**src/rtl/cfgspace_pkg.sv**
```systemverilog
// Shared constants for the keyed configuration space.
// Assumes 8-bit register indices and 8-bit data.
package cfgspace_pkg;
    localparam logic [7:0] KEY_B0 = 8'h87;
    localparam logic [7:0] KEY_B1 = 8'h01;
    localparam logic [7:0] KEY_B2 = 8'h55;

    localparam logic [7:0] IX_EXIT   = 8'h02;
    localparam logic [7:0] IX_LDN    = 8'h07;
    localparam logic [7:0] IX_ID_HI  = 8'h20;
    localparam logic [7:0] IX_ID_LO  = 8'h21;
    localparam logic [7:0] IX_VER    = 8'h22;
    localparam logic [7:0] IX_GCTL   = 8'h24;
    localparam logic [7:0] IX_BASE_H = 8'h64;
    localparam logic [7:0] IX_BASE_L = 8'h65;
    localparam logic [7:0] IX_DSEL   = 8'hEF;

    localparam logic [7:0] EXIT_CODE = 8'h02;
    localparam logic [7:0] LOCK_READ = 8'hFF;

    typedef enum logic [2:0] {
        KS_STEP0,
        KS_STEP1,
        KS_STEP2,
        KS_STEP3,
        KS_OPEN
    } key_state_e;

    // Byte expected at a given key step.
    function automatic logic [7:0] key_byte(input key_state_e st,
                                            input logic [7:0] last);
        case (st)
            KS_STEP0: key_byte = KEY_B0;
            KS_STEP1: key_byte = KEY_B1;
            KS_STEP2: key_byte = KEY_B2;
            default:  key_byte = last;
        endcase
    endfunction
endpackage

```
**src/rtl/cfg_port_decode.sv**
```systemverilog
// Address decode for the index/data port pair.
// Assumes the data port sits one address above the index port.
// If a write and a read arrive in the same cycle, the write wins.
module cfg_port_decode #(
    parameter int                ADDR_W    = 16,
    parameter logic [ADDR_W-1:0] BASE_ADDR = 16'h002E
) (
    input  logic [ADDR_W-1:0] bus_addr,
    input  logic              bus_wr,
    input  logic              bus_rd,
    output logic              idx_wr,
    output logic              dat_wr,
    output logic              idx_rd,
    output logic              dat_rd
);
    localparam logic [ADDR_W-1:0] DATA_ADDR = BASE_ADDR + ADDR_W'(1);

    logic hit_idx;
    logic hit_dat;

    // Match the two port addresses and qualify with the strobes.
    always_comb begin
        hit_idx = (bus_addr == BASE_ADDR);
        hit_dat = (bus_addr == DATA_ADDR);
        idx_wr  = bus_wr & hit_idx;
        dat_wr  = bus_wr & hit_dat;
        idx_rd  = bus_rd & ~bus_wr & hit_idx;
        dat_rd  = bus_rd & ~bus_wr & hit_dat;
    end
endmodule

```
**src/rtl/cfg_key_matcher.sv**
```systemverilog
// Key sequence matcher and lock state.
// Counts correct key bytes written to the index port while locked; a wrong
// byte returns it to the first step. Once open, only exit_req closes it.
module cfg_key_matcher #(
    parameter logic [7:0] LAST_KEY = 8'h55
) (
    input  logic       clk,
    input  logic       rst_n,
    input  logic       idx_wr,
    input  logic [7:0] wdata,
    input  logic       exit_req,
    output logic       open
);
    import cfgspace_pkg::*;

    key_state_e state_q;
    key_state_e state_d;

    // Next-state rule for the key walk and the exit.
    always_comb begin
        state_d = state_q;
        if (state_q == KS_OPEN) begin
            if (exit_req) state_d = KS_STEP0;
        end else if (idx_wr) begin
            if (wdata != key_byte(state_q, LAST_KEY)) begin
                state_d = KS_STEP0;
            end else begin
                case (state_q)
                    KS_STEP0: state_d = KS_STEP1;
                    KS_STEP1: state_d = KS_STEP2;
                    KS_STEP2: state_d = KS_STEP3;
                    default:  state_d = KS_OPEN;
                endcase
            end
        end
    end

    // State register with synchronous reset to the locked first step.
    always_ff @(posedge clk) begin
        if (!rst_n) state_q <= KS_STEP0;
        else        state_q <= state_d;
    end

    assign open = (state_q == KS_OPEN);
endmodule

```
**src/rtl/cfg_reg_bank.sv**
```systemverilog
// Indexed register storage, read mux and registered read port.
// Assumes accesses are gated by 'open'. A locked read returns 0xFF.
// Device-specific registers are visible only in the flash device.
module cfg_reg_bank #(
    parameter logic [15:0] CHIP_ID   = 16'h8716,
    parameter logic [7:0]  CHIP_VER  = 8'h02,
    parameter logic [7:0]  FLASH_LDN = 8'h07,
    parameter logic [15:0] BASE_RST  = 16'h0820
) (
    input  logic        clk,
    input  logic        rst_n,
    input  logic        open,
    input  logic        idx_wr,
    input  logic        dat_wr,
    input  logic        idx_rd,
    input  logic        dat_rd,
    input  logic [7:0]  wdata,
    output logic        exit_req,
    output logic [7:0]  ptr_q,
    output logic [7:0]  ldn_q,
    output logic [7:0]  gctl_q,
    output logic [15:0] base_q,
    output logic        dsel_q,
    output logic [7:0]  rd_data,
    output logic        rd_valid
);
    import cfgspace_pkg::*;

    logic       in_flash_dev;
    logic       wr_ok;
    logic [7:0] reg_view;

    assign in_flash_dev = (ldn_q == FLASH_LDN);
    assign wr_ok        = open & dat_wr;
    assign exit_req     = wr_ok & (ptr_q == IX_EXIT) & (wdata == EXIT_CODE);

    // Pointer: set by index writes only while the space is open.
    always_ff @(posedge clk) begin
        if (!rst_n)              ptr_q <= 8'h00;
        else if (open && idx_wr) ptr_q <= wdata;
    end

    // Global registers: device selector and flash-decode control.
    always_ff @(posedge clk) begin
        if (!rst_n) begin
            ldn_q  <= 8'h00;
            gctl_q <= 8'h00;
        end else if (wr_ok) begin
            if (ptr_q == IX_LDN)  ldn_q  <= wdata;
            if (ptr_q == IX_GCTL) gctl_q <= wdata;
        end
    end

    // Flash-device registers: I/O base bytes and chip select bit.
    always_ff @(posedge clk) begin
        if (!rst_n) begin
            base_q <= BASE_RST;
            dsel_q <= 1'b0;
        end else if (wr_ok && in_flash_dev) begin
            if (ptr_q == IX_BASE_H) base_q[15:8] <= wdata;
            if (ptr_q == IX_BASE_L) base_q[7:0]  <= wdata;
            if (ptr_q == IX_DSEL)   dsel_q       <= wdata[0];
        end
    end

    // Read mux for the register under the pointer.
    always_comb begin
        reg_view = 8'h00;
        case (ptr_q)
            IX_LDN:    reg_view = ldn_q;
            IX_ID_HI:  reg_view = CHIP_ID[15:8];
            IX_ID_LO:  reg_view = CHIP_ID[7:0];
            IX_VER:    reg_view = CHIP_VER;
            IX_GCTL:   reg_view = gctl_q;
            IX_BASE_H: reg_view = in_flash_dev ? base_q[15:8] : 8'h00;
            IX_BASE_L: reg_view = in_flash_dev ? base_q[7:0]  : 8'h00;
            IX_DSEL:   reg_view = in_flash_dev ? {7'b0, dsel_q} : 8'h00;
            default:   reg_view = 8'h00;
        endcase
    end

    // Registered read port, one cycle after the strobe.
    always_ff @(posedge clk) begin
        if (!rst_n) begin
            rd_data  <= 8'h00;
            rd_valid <= 1'b0;
        end else begin
            rd_valid <= idx_rd | dat_rd;
            if (idx_rd | dat_rd) begin
                if (!open)       rd_data <= LOCK_READ;
                else if (idx_rd) rd_data <= ptr_q;
                else             rd_data <= reg_view;
            end
        end
    end
endmodule

```
**src/rtl/cfgspace_gate.sv**
```systemverilog
// Keyed configuration space top: decode, key matcher, register bank.
// Assumes single-cycle strobes with at most one access per cycle.
module cfgspace_gate #(
    parameter int                ADDR_W    = 16,
    parameter logic [ADDR_W-1:0] BASE_ADDR = 16'h002E,
    parameter logic [15:0]       CHIP_ID   = 16'h8716,
    parameter logic [7:0]        CHIP_VER  = 8'h02,
    parameter logic [7:0]        FLASH_LDN = 8'h07,
    parameter logic [15:0]       BASE_RST  = 16'h0820
) (
    input  logic              clk,
    input  logic              rst_n,
    input  logic [ADDR_W-1:0] bus_addr,
    input  logic              bus_wr,
    input  logic              bus_rd,
    input  logic [7:0]        bus_wdata,
    output logic [7:0]        rd_data,
    output logic              rd_valid,
    output logic              cfg_open,
    output logic              suspend,
    output logic [2:0]        seg_en,
    output logic              host_wr_en,
    output logic              pin_sel,
    output logic [15:0]       flash_base,
    output logic              flash_sel
);
    localparam int ALIGN_BITS = 3;

    logic        idx_wr;
    logic        dat_wr;
    logic        idx_rd;
    logic        dat_rd;
    logic        exit_req;
    logic [7:0]  ptr_q;
    logic [7:0]  ldn_q;
    logic [7:0]  gctl_q;
    logic [15:0] base_q;
    logic        dsel_q;
    logic [7:0]  last_key;

    // The final key byte depends on which standard port is in use.
    generate
        if (BASE_ADDR == ADDR_W'(16'h002E)) begin : g_key_primary
            assign last_key = 8'h55;
        end else begin : g_key_alternate
            assign last_key = 8'hAA;
        end
    endgenerate

    cfg_port_decode #(
        .ADDR_W    (ADDR_W),
        .BASE_ADDR (BASE_ADDR)
    ) u_decode (
        .bus_addr (bus_addr),
        .bus_wr   (bus_wr),
        .bus_rd   (bus_rd),
        .idx_wr   (idx_wr),
        .dat_wr   (dat_wr),
        .idx_rd   (idx_rd),
        .dat_rd   (dat_rd)
    );

    cfg_key_matcher #(
        .LAST_KEY ((BASE_ADDR == ADDR_W'(16'h002E)) ? 8'h55 : 8'hAA)
    ) u_key (
        .clk      (clk),
        .rst_n    (rst_n),
        .idx_wr   (idx_wr),
        .wdata    (bus_wdata),
        .exit_req (exit_req),
        .open     (cfg_open)
    );

    cfg_reg_bank #(
        .CHIP_ID   (CHIP_ID),
        .CHIP_VER  (CHIP_VER),
        .FLASH_LDN (FLASH_LDN),
        .BASE_RST  (BASE_RST)
    ) u_regs (
        .clk      (clk),
        .rst_n    (rst_n),
        .open     (cfg_open),
        .idx_wr   (idx_wr),
        .dat_wr   (dat_wr),
        .idx_rd   (idx_rd),
        .dat_rd   (dat_rd),
        .wdata    (bus_wdata),
        .exit_req (exit_req),
        .ptr_q    (ptr_q),
        .ldn_q    (ldn_q),
        .gctl_q   (gctl_q),
        .base_q   (base_q),
        .dsel_q   (dsel_q),
        .rd_data  (rd_data),
        .rd_valid (rd_valid)
    );

    // Map stored control bits onto the exported outputs.
    always_comb begin
        suspend    = gctl_q[0];
        seg_en     = gctl_q[3:1];
        host_wr_en = gctl_q[4];
        pin_sel    = gctl_q[5];
        flash_base = {base_q[15:ALIGN_BITS], {ALIGN_BITS{1'b0}}};
        flash_sel  = dsel_q;
    end

    // last_key is kept as an observable copy of the selected key variant.
    logic unused_key;
    assign unused_key = ^last_key;
endmodule

```
**config.mk**
```make
export PLATFORM = sky130hd
export DESIGN_NAME = cfgspace_gate
export DESIGN_NICKNAME = d
export VERILOG_FILES = /design/src/rtl/cfgspace_pkg.sv /design/src/rtl/cfg_port_decode.sv /design/src/rtl/cfg_key_matcher.sv /design/src/rtl/cfg_reg_bank.sv /design/src/rtl/cfgspace_gate.sv
export SDC_FILE = /design/constraint.sdc
export NUM_CORES = 1
export LEC_CHECK = 0
export BUFFER_PORTS_ARGS = -buffer_cell sky130_fd_sc_hd__buf_2
export CORE_ASPECT_RATIO = 1.75
export CORE_UTILIZATION = 52
export DETAILED_ROUTE_END_ITERATION = 6
export HOLD_SLACK_MARGIN = 0.03
export PLACE_DENSITY_LB_ADDON = 0.08
export REMOVE_ABC_BUFFERS = 1
export SYNTH_ARGS = -nofsm -noshare
export SYNTH_HDL_FRONTEND = slang
export SYNTH_HIERARCHICAL = 1
export SYNTH_SLANG_ARGS = --single-unit
```
**constraint.sdc**
```tcl
create_clock -name clk -period 2.4 [get_ports clk]
set_clock_uncertainty 0.05 [all_clocks]
set_input_delay 0.24 -clock clk [delete_from_list [all_inputs] [get_ports clk]]
set_output_delay 0.24 -clock clk [all_outputs]
set_load 0.01 [all_outputs]
```
# --- Word-level counts from Yosys, hierarchy flattened ---
# Cells that the tools add are included.
word_totals:
  output_inout_bits: 33
  memories: 0
  ramBits: 0
  romBits: 0
  register_bits: 53
  elab_cells: 61
  latchBits: 0
  inputBits: 28
op_classes:
  n_reduce_logical: 10
  order_cmp: 0
  muxes: 14
  n_addsub: 0
  div: 0
  mul: 0
  eq_ne: 18
  shifts: 0
  bitwise: 10
ops:
  columns: ["cell", "count"]
  rows:
  - ["$pmux W8 S8", 1]
  - ["$mux W8", 6]
  - ["$eq A16 B6 Y1 const B", 2]
  - ["$eq A8 B6 Y1 const B", 4]
  - ["$eq A8 B2 Y1 const B", 2]
  - ["$eq A8 B3 Y1 const B", 2]
  - ["$eq A8 B7 Y1 const B", 2]
  - ["$pmux W8 S2", 1]
  - ["$mux W3", 4]
  - ["$reduce_and A2 Y1", 6]
  - ["$pmux W3 S3", 1]
  - ["$and A1 B1 Y1", 8]
  - ["$eq A8 B8 Y1 const B", 1]
  - ["$ne A8 B8 Y1", 1]
  - ["$eq A3 B1 Y1 const B", 1]
  - ["$eq A3 B2 Y1 const B", 1]
  - ["$eq A3 B3 Y1 const B", 1]
  - ["$logic_not A3 Y1", 1]
  - ["$logic_and A1 B1 Y1", 2]
  - ["$ne A2 B2 Y1 const B", 1]
  - ["$reduce_bool A2 Y1", 1]
  - ["$mux W1", 1]
  - ["$not A1 Y1", 1]
  - ["$or A1 B1 Y1", 1]

# --- Depth between registers and ports, before layout ---
# Gate-level depths: netlist of the first run.
logic_depth:
  depth_word: 8
  mapped_depth: 10
  mapped_depth_nobuf: 9

# --- Cells and area by module ---
# The synthesis of the first run kept the hierarchy.
modules_own_cells:
  columns: ["module", "area_each_um2", "cells_per_inst", "seq_area_each_um2", "n_inst"]
  rows:
  - ["cfg_reg_bank", 2488.6, 272, 1001.0, 1]
  - ["cfg_key_matcher", 239.0, 27, 60.1, 1]
  - ["cfg_port_decode", 96.3, 11, 0.0, 1]
  - ["cfgspace_gate", 26.3, 4, 0.0, 1]

# --- Worst setup path after synthesis of the first run ---
# No wires, ideal clock.
synth_timing:
  path_type: "input to register"
  from: "input bus_addr[8]"
  to: "register u_regs.rd_data[4]"
  setup_time_ps: 129
  t_required_ps: 2221
  arrival_time_ps: 1870
  cell_stages: 8
  n_path_buf: 0
  slack_ps: 351
  path_cell_list: "nor4_2 > nand4_2 > nor4b_2 > inv_1 > nor2_1 > o21ai_0 > a2111oi_1 > nor3_2"
synth_via:
  elab_chain_len: 4
  word_cells_on_any_way: 7
  classes_between: "eq/ne: 2; mux: 2; bitwise: 3"
synth_lines:
  columns: ["element", "line", "rtl"]
  rows:
  - ["start: declaration", "cfgspace_gate.sv:13", "input logic [ADDR_W-1:0] bus_addr,"]
  - ["$eq A16 B6 Y1 (*)", "cfg_port_decode.sv:23", "hit_idx = (bus_addr == BASE_ADDR);"]
  - ["$and A1 B1 Y1 (*)", "cfg_port_decode.sv:27", "idx_rd = bus_rd & ~bus_wr & hit_idx;"]
  - ["via idx_rd", "cfgspace_gate.sv:31", "logic idx_rd;"]
  - ["$mux W8", "cfg_reg_bank.sv:91", "else if (idx_rd) rd_data <= ptr_q;"]
  - ["$mux W8", "cfg_reg_bank.sv:90", "if (!open) rd_data <= LOCK_READ;"]
  - ["end signal: assignment", "cfg_reg_bank.sv:91", null]
  - ["end signal: assignment", "cfg_reg_bank.sv:92", "else rd_data <= reg_view;"]
  - ["end: declaration", "cfg_reg_bank.sv:24", "output logic [7:0] rd_data,"]
# The timed path passes the listed nets; every way through them passes the cells marked *.
# A chain may end at the register's enable or synchronous reset.

# --- Final worst setup path of the first run ---
layout_timing:
  from: "register u_regs.ptr_q[7]"
  to: "register u_regs.rd_data[6]"
layout_via:
  elab_chain_len: 4
  word_cells_on_any_way: 11
  classes_between: "eq/ne: 8; mux: 3"
layout_lines:
  columns: ["element", "line", "rtl"]
  rows:
  - ["start: declaration", "cfg_reg_bank.sv:19", "output logic [7:0] ptr_q,"]
  - ["start signal: assignment", "cfg_reg_bank.sv:40", "else if (open && idx_wr) ptr_q <= wdata;"]
  - ["$eq A8 B8 Y1 (tied with other cells)", "cfg_reg_bank.sv:69", "case (ptr_q)"]
  - ["$pmux W8 S8 (*)", "cfg_reg_bank.sv:69", null]
  - ["$mux W8 (*)", "cfg_reg_bank.sv:91", null]
  - ["$mux W8 (*)", "cfg_reg_bank.sv:90", null]
# Mark *: on every way between the ends. The rest lies on a longest branch, timed or not.

==> metrics, run 1 <==
outcome=finished with violations; violated checks=DRC; Gates resized, CTS repair=0; syn avg cell area=9.08 um^2; async set-reset flop share out of synthesis=0; Worst Hold End=u_regs/ptr_q[5]$_SDFFE_PN0P_; via count=2,612; Hold Crit Start=bus_wdata[5]; setup TNS=0 ns; Synth area leader=dfxtp_1; register bit count reported by yosys=53; drt first pass iters=6; worst flop-to-flop path startpoint=u_regs/ptr_q[7]$_SDFFE_PN0P_; CTS tree=done; yosys synthesis warning count=6; top post-synthesis cells by area=dfxtp_1 37%, mux2i_1 14%, nor2b_1 7.9%; routability cong.=0.936; initial antenna violation count=0; Total Wirelength=7420 um; number of global-route vias before repair=2,392; Post-Synthesis Cells=314; sequential share of the synthesized area=0.372; Total Die Area=5790 um^2; CP Cell Sequence=or4_1 -> or4_4 -> nor2_1 -> o22ai_1 -> nor2_1; CP Launch Type=flip-flop; clk sinks=53; Routed Antenna Nets=0; Critical-path top delay cell=or4_1; hold path cells=3; top cell type's share of synthesized area=0.372; worst slew pin tran=0.510 ns; FILL cells=482; final setup margin=0.159 ns; setup slack at placement=0.144 ns; overflow left after global routing=0; nets=400; hold buffer count at cts=0; IO Pins=61; Critical Path Sink Type=flip-flop; Worst EP arrival=2.45 ns; worst r2r dst=u_regs/rd_data[6]$_SDFFE_PN0P_; XOR/XNOR Fraction of Synth Area=0; post-CTS setup buffers=0; CP bufs+invs=0; Die X=58.0 um; CORE AREA=5260 um^2; Compound-Gate Fraction of Synth Area=0.132; cts bufs inserted=5; CP most frequent cell=nor2_1; Initial Util=0.542; clock insertion delay at the later pin of the skew report=0.31 ns; top achievable clock speed=446 MHz; largest net degree at the start of global routing=35; GRT Total Usage=0.264; Unique masters post-synth=58; Max Fanout on Critical Path=8; pwr dens=485 nW/um^2; Final setup violation count=0; CTS Buffer Depth=2; reg2reg setup slack=0.16 ns; Tcrit/Tclk final=0.934; VDD IR-drop max=0.408 mV; Synth Area in Simple Gates=0.309; P_leak=1.44 nW; WP data required=2.61 ns; largest family of logic cells by synthesized area=simple AND/OR/NAND/NOR gates; RSZ-0062 raised after global routing=no; area growth from synthesis to layout=15.9%; clock slew at reported path FFs=0.10 ns; Post-Syn Area=2850 um^2; ant diodes=0; layout cells sized above 1=0.257; clock root buffer master=clkbuf_8; multiplexer area fraction after synthesis=0.140; Pins Over Slew Limit=0; first-pass GRT wire length=11,800 um; R2R cell count=5; Top delay family on crit path=simple AND/OR/NAND/NOR gates; H-tree depth=2; Post-synth EDFFs=0; Crit Path Class=flip-flop to flip-flop; Synth Area in Adders=0.00351; Die H=99.9 um; Fin. Hold Viols=0; Detail Placement HPWL=5390 um; port bufs=57; worst stage delay on the critical path=0.73 ns; Synth Flop Type=dfxtp_1; hold crit path type=primary input to flip-flop; maxcap violations=0; DRT iter0 DRCs=99; Avg WL per Cell=17.3 um; vias per inst=6.10; Core Util, Final=0.629; FP Rows=35; Tmin final=2.24 ns; DRC Markers=7; Slew HR=0.660
[metal layers]
| layer | track usage | share of wire |
|---|---|---|
| met1 | 0.312 | 0.42 |
| met3 | 0.0348 | 0.043 |
| met5 | 0 | 0 |
| met4 | 0.148 | 0.040 |
| met2 | 0.450 | 0.49 |
[worst register-to-register path, delay by kind of cell (launching register included)]
family             cells  cell delay [ns]
DFF                    1             0.39
AOI/OAI and AO/OA      1             0.11
and+or+nand+nor        4             1.64
[metrics by stage]
stage,power [mW],cells,hold WS (ns),area (um^2)
2_1_floorplan,0.921,298,0.252,2760
3_3_place_gp,0.976,420,0.437,3190
3_5_place_dp,0.977,420,0.439,3190
4_1_cts,1.61,428,0.220,3300
5_1_grt,1.65,428,0.218,3300
6_report,1.60,428,0.222,3300
[layout by cell type, fill, tap and decap left out, types with 3 or more instances in the layout]
cell	n
buf_4	10
and2_1	5
nand4_1	3
o22ai_1	3
clkbuf_8	5
a21boi_0	9
a21oi_1	3
dfxtp_1	53
conb_1	3
nor2b_1	36
inv_1	4
nor2_1	28
nand2_1	16
nor3_2	4
nand3_1	10
nor3_1	9
nand4b_1	4
mux2i_1	40
a2111oi_1	3
nor4_1	4
buf_2	57
o21ai_0	18
[cells by family (layout without fill, tap and decap cells)]
kind of cell / count (synthesis) / after routing
mux: 40 / 40
compound gates: 53 / 53
flops: 53 / 53
other cells: 1 / 3
fa+ha+maj: 1 / 1
buf+inv: 22 / 79
simple gates: 144 / 144
[area by class of cell]
cell class / instances / area (um^2) / share of cell area
tap: 55 / 68.8 / 0.0208
multi-input combinational: 241 / 1680 / 0.509
inverter: 4 / 15.0 / 0.00454
clock buffer: 5 / 68.8 / 0.0208
timing repair buffer: 67 / 360 / 0.109
sequential: 53 / 1060 / 0.321
clock inverter: 3 / 50.0 / 0.0151
[flip-flops by register name, indices dropped and copies added (netlist names)]
name / cells
u_regs/ldn_q: 8
u_regs/base_q: 16
u_regs/gctl_q: 8
u_key/state_q: 3
u_regs/dsel_q: 1
u_regs/ptr_q: 8
u_regs/rd_data: 8
u_regs/rd_valid: 1
[worst max path at each step]
stage / from / endpoint / cells after the start
floorplan: bus_addr[8] / u_key/state_q[0]$_SDFFE_PN0P_ / 7
global placement: bus_addr[8] / u_regs/rd_data[1]$_SDFFE_PN0P_ / 10
detailed placement: bus_addr[8] / u_regs/rd_data[1]$_SDFFE_PN0P_ / 10
CTS: u_regs/ptr_q[7]$_SDFFE_PN0P_ / u_regs/rd_data[1]$_SDFFE_PN0P_ / 5
global route: u_regs/ptr_q[7]$_SDFFE_PN0P_ / u_regs/base_q[10]$_SDFFE_PN0P_ / 6
finish: u_regs/ptr_q[7]$_SDFFE_PN0P_ / u_regs/rd_data[6]$_SDFFE_PN0P_ / 5
[cells in the mapped netlist, types with 2 or more instances]
cell / count
nand3_1: 10
nand2_1: 16
a211oi_1: 2
nand4_2: 2
nor4_2: 2
nor3_1: 9
nor4_1: 4
a221o_1: 2
buf_2: 3
buf_4: 4
inv_1: 4
nor2b_1: 36
a2111oi_1: 3
nor3b_1: 2
dfxtp_1: 53
nand4_1: 3
and2_1: 5
o22ai_1: 3
buf_6: 2
or4_1: 2
o21ai_0: 18
and4bb_2: 2
and4_1: 2
nor3_2: 4
a21boi_0: 9
nor2_1: 28
clkbuf_1: 8
a21boi_1: 2
nand4b_1: 4
mux2i_1: 40
a21oi_1: 3
[power breakdown]
part | total, mW | internal [mW] | switching, mW
Sequential | 0.879 | 0.879 | 0.000000856
Clock | 0.645 | 0.320 | 0.325
Combinational | 0.0779 | 0.0333 | 0.0446
Total | 1.60 | 1.23 | 0.369
(Power assumes the default switching activity.)
==> run 2, diff against run 1 <==
- ABC_AREA: default -> 1
- CORE_ASPECT_RATIO: 1.75 -> default
- CORE_MARGIN: default -> 1.5
==> metrics, run 2 <==
max FFs per register=16; reg2reg setup slack=0.45 ns; Routed Antenna Nets=0; FILL cells=524; CP Launch Type=flip-flop; port bufs=57; FF+latch area=1060 um^2; clock insertion delay at the later pin of the skew report=0.31 ns; ant diodes=0; WP data required=2.55 ns; Total Wirelength=7550 um; via count=2,879; H-tree depth=2; Worst EP arrival=2.10 ns; Synth Flop Type=dfxtp_1; pwr dens=445 nW/um^2; VDD IR-drop max=0.253 mV; routability cong.=0.923; Detail Placement HPWL=5590 um; Unique masters post-synth=29; DRC Markers=0; nets=502; FP Rows=27; cts bufs inserted=5; top achievable clock speed=514 MHz; post-CTS setup buffers=0; GRT Total Usage=0.260; RSZ-0062 raised after global routing=no; total chip power=1.47 mW; Post-Synthesis Cells=418; CTS Buffer Depth=2; overflow left after global routing=0; clk sinks=53; CTS tree=done; Final setup violation count=0; top post-synthesis cells by count=74 x nand2_1, 53 x dfxtp_1, 46 x a21oi_1, 46 x nor2_1, 46 x o21ai_0; Post-Syn Area=2900 um^2; Total Die Area=6030 um^2; P_leak=1.48 nW; async set-reset flop share out of synthesis=0; Crit Path Class=flip-flop to flip-flop; setup TNS=0 ns; worst r2r dst=u_key/state_q[0]$_SDFFE_PN0P_; Pins Over Slew Limit=0; DRT iter0 DRCs=263; clock slew at reported path FFs=0.09 ns; Tcrit/Tclk final=0.811; Initial Util=0.533; most common cell after layout, fill and taps aside=nand2_1; first-pass GRT wire length=12,300 um; top post-synthesis cells by area=dfxtp_1 37%, nand2_1 9.6%, a21oi_1 7.9%; layout cells sized above 1=0.232; outcome=complete, no violations; hold crit path type=primary input to flip-flop; top cell type's share of synthesized area=0.366; Hold Crit Start=bus_wdata[0]; Worst Hold End=u_regs/gctl_q[0]$_SDFFE_PN0P_; Max Fanout on Critical Path=10; sequential share of the synthesized area=0.366; drt first pass iters=5; Avg WL per Cell=13.8 um; worst flop-to-flop path startpoint=u_key/state_q[0]$_SDFFE_PN0P_; CORE AREA=5440 um^2; largest net degree at the start of global routing=28; Fin. Hold Viols=0; maxcap violations=0; Tmin final=1.95 ns; Gates resized, CTS repair=0; Die H=77.7 um; clock root buffer master=clkbuf_8; Critical Path Sink Type=flip-flop; initial antenna violation count=0; yosys synthesis warning count=6; count leader, synth=nand2_1; commonest cells after routing, fill and taps aside=74 x nand2_1, 57 x buf_2, 53 x dfxtp_1; hold buffer count at cts=0; Post-synth EDFFs=0; Top reg by flops=u_regs/base_q; Die X=77.7 um; area of the multi-input gates=1570 um^2; hold path cells=3; number of global-route vias before repair=2,576; IO Pins=61; area growth from synthesis to layout=14.0%; register bit count reported by yosys=53; R2R cell count=11; syn avg cell area=6.94 um^2; Synth area leader=dfxtp_1; vias per inst=5.26
## run 2: changes by cell type after synthesis, moves of 9 or more
cell / previous run / this run
nor2b_1: 36 / 0
nor2_1: 28 / 46
a21boi_0: 9 / 0
o21ai_0: 18 / 46
a21oi_1: 3 / 46
inv_1: 4 / 45
o21ai_1: 0 / 14
mux2i_1: 40 / 0
nand2_1: 16 / 74
nand3_1: 10 / 27
## run 2: worst max path at each step
| stage | startpoint | endpoint | slack [ns] | cells past startpoint |
|---|---|---|---|---|
| detailed placement | bus_addr[15] | u_key/state_q[2]$_SDFFE_PN0P_ | 0.46 | 15 |
| global route | u_key/state_q[0]$_SDFFE_PN0P_ | u_regs/base_q[14]$_SDFFE_PN0P_ | 0.30 | 9 |
| CTS | u_key/state_q[0]$_SDFFE_PN0P_ | u_key/state_q[0]$_SDFFE_PN0P_ | 0.46 | 11 |
| finish | u_key/state_q[0]$_SDFFE_PN0P_ | u_key/state_q[0]$_SDFFE_PN0P_ | 0.45 | 11 |
| global placement | bus_addr[15] | u_key/state_q[0]$_SDFFE_PN0P_ | 0.49 | 14 |
| floorplan | bus_addr[15] | u_regs/rd_data[1]$_SDFFE_PN0P_ | 0.68 | 10 |
## run 2: cell families after synthesis
logic type | count (synthesis) | share of synthesized area
flip-flops | 53 | 0.366
AND/OR/NAND/NOR | 184 | 0.326
other | 1 | 0.00129
buffers and inverters | 65 | 0.0966
AO/OA/AOI/OAI | 115 | 0.210
## run 2: report_power, final
part / switching (mW) / internal (mW)
registers: 0.00000141 / 0.879
clock network: 0.294 / 0.209
logic: 0.0598 / 0.0305
total: 0.354 / 1.12
## run 2: routing by layer
metal | wire length, um | vias up | track usage
met5 | 0 | - | 0
met4 | 101 | 0 | 0.0691
met3 | 522 | 9 | 0.0400
met2 | 3570 | 107 | 0.443
met1 | 3350 | 1292 | 0.341
li1 | - | 1471 | -
## run 2: metrics by stage
stage                     hold slack [ns]  area [um^2]  utilization  cells  setup WS (ns)
after CTS                           0.190         3310        0.608    547          0.462
after global routing                0.209         3310        0.608    547          0.295
final                               0.204         3310        0.608    547          0.453
after floorplan                     0.275         2820            -    407          0.675
after global placement              0.391         3220        0.592    539          0.495
after detailed placement            0.396         3220        0.592    539          0.460
## run 2: final cells by class
cell class              count  area share
inverters                  52      0.0590
flip-flops and latches     53       0.321
clock buffers               6      0.0219
well taps                  72      0.0272
clock inverters             2     0.00416
multi-input cells         302       0.474
repair buffers             60      0.0931
## run 2: critical path: stages (launching register included)
cell,delay [ns]
dfxtp_1,0.47
nor2_1,0.08
nand2_1,0.11
inv_1,0.09
nand2_1,0.07
clkinv_1,0.30
nand4_1,0.22
nor2_1,0.06
inv_1,0.06
o21ai_2,0.08
o21ai_0,0.20
a21oi_2,0.04
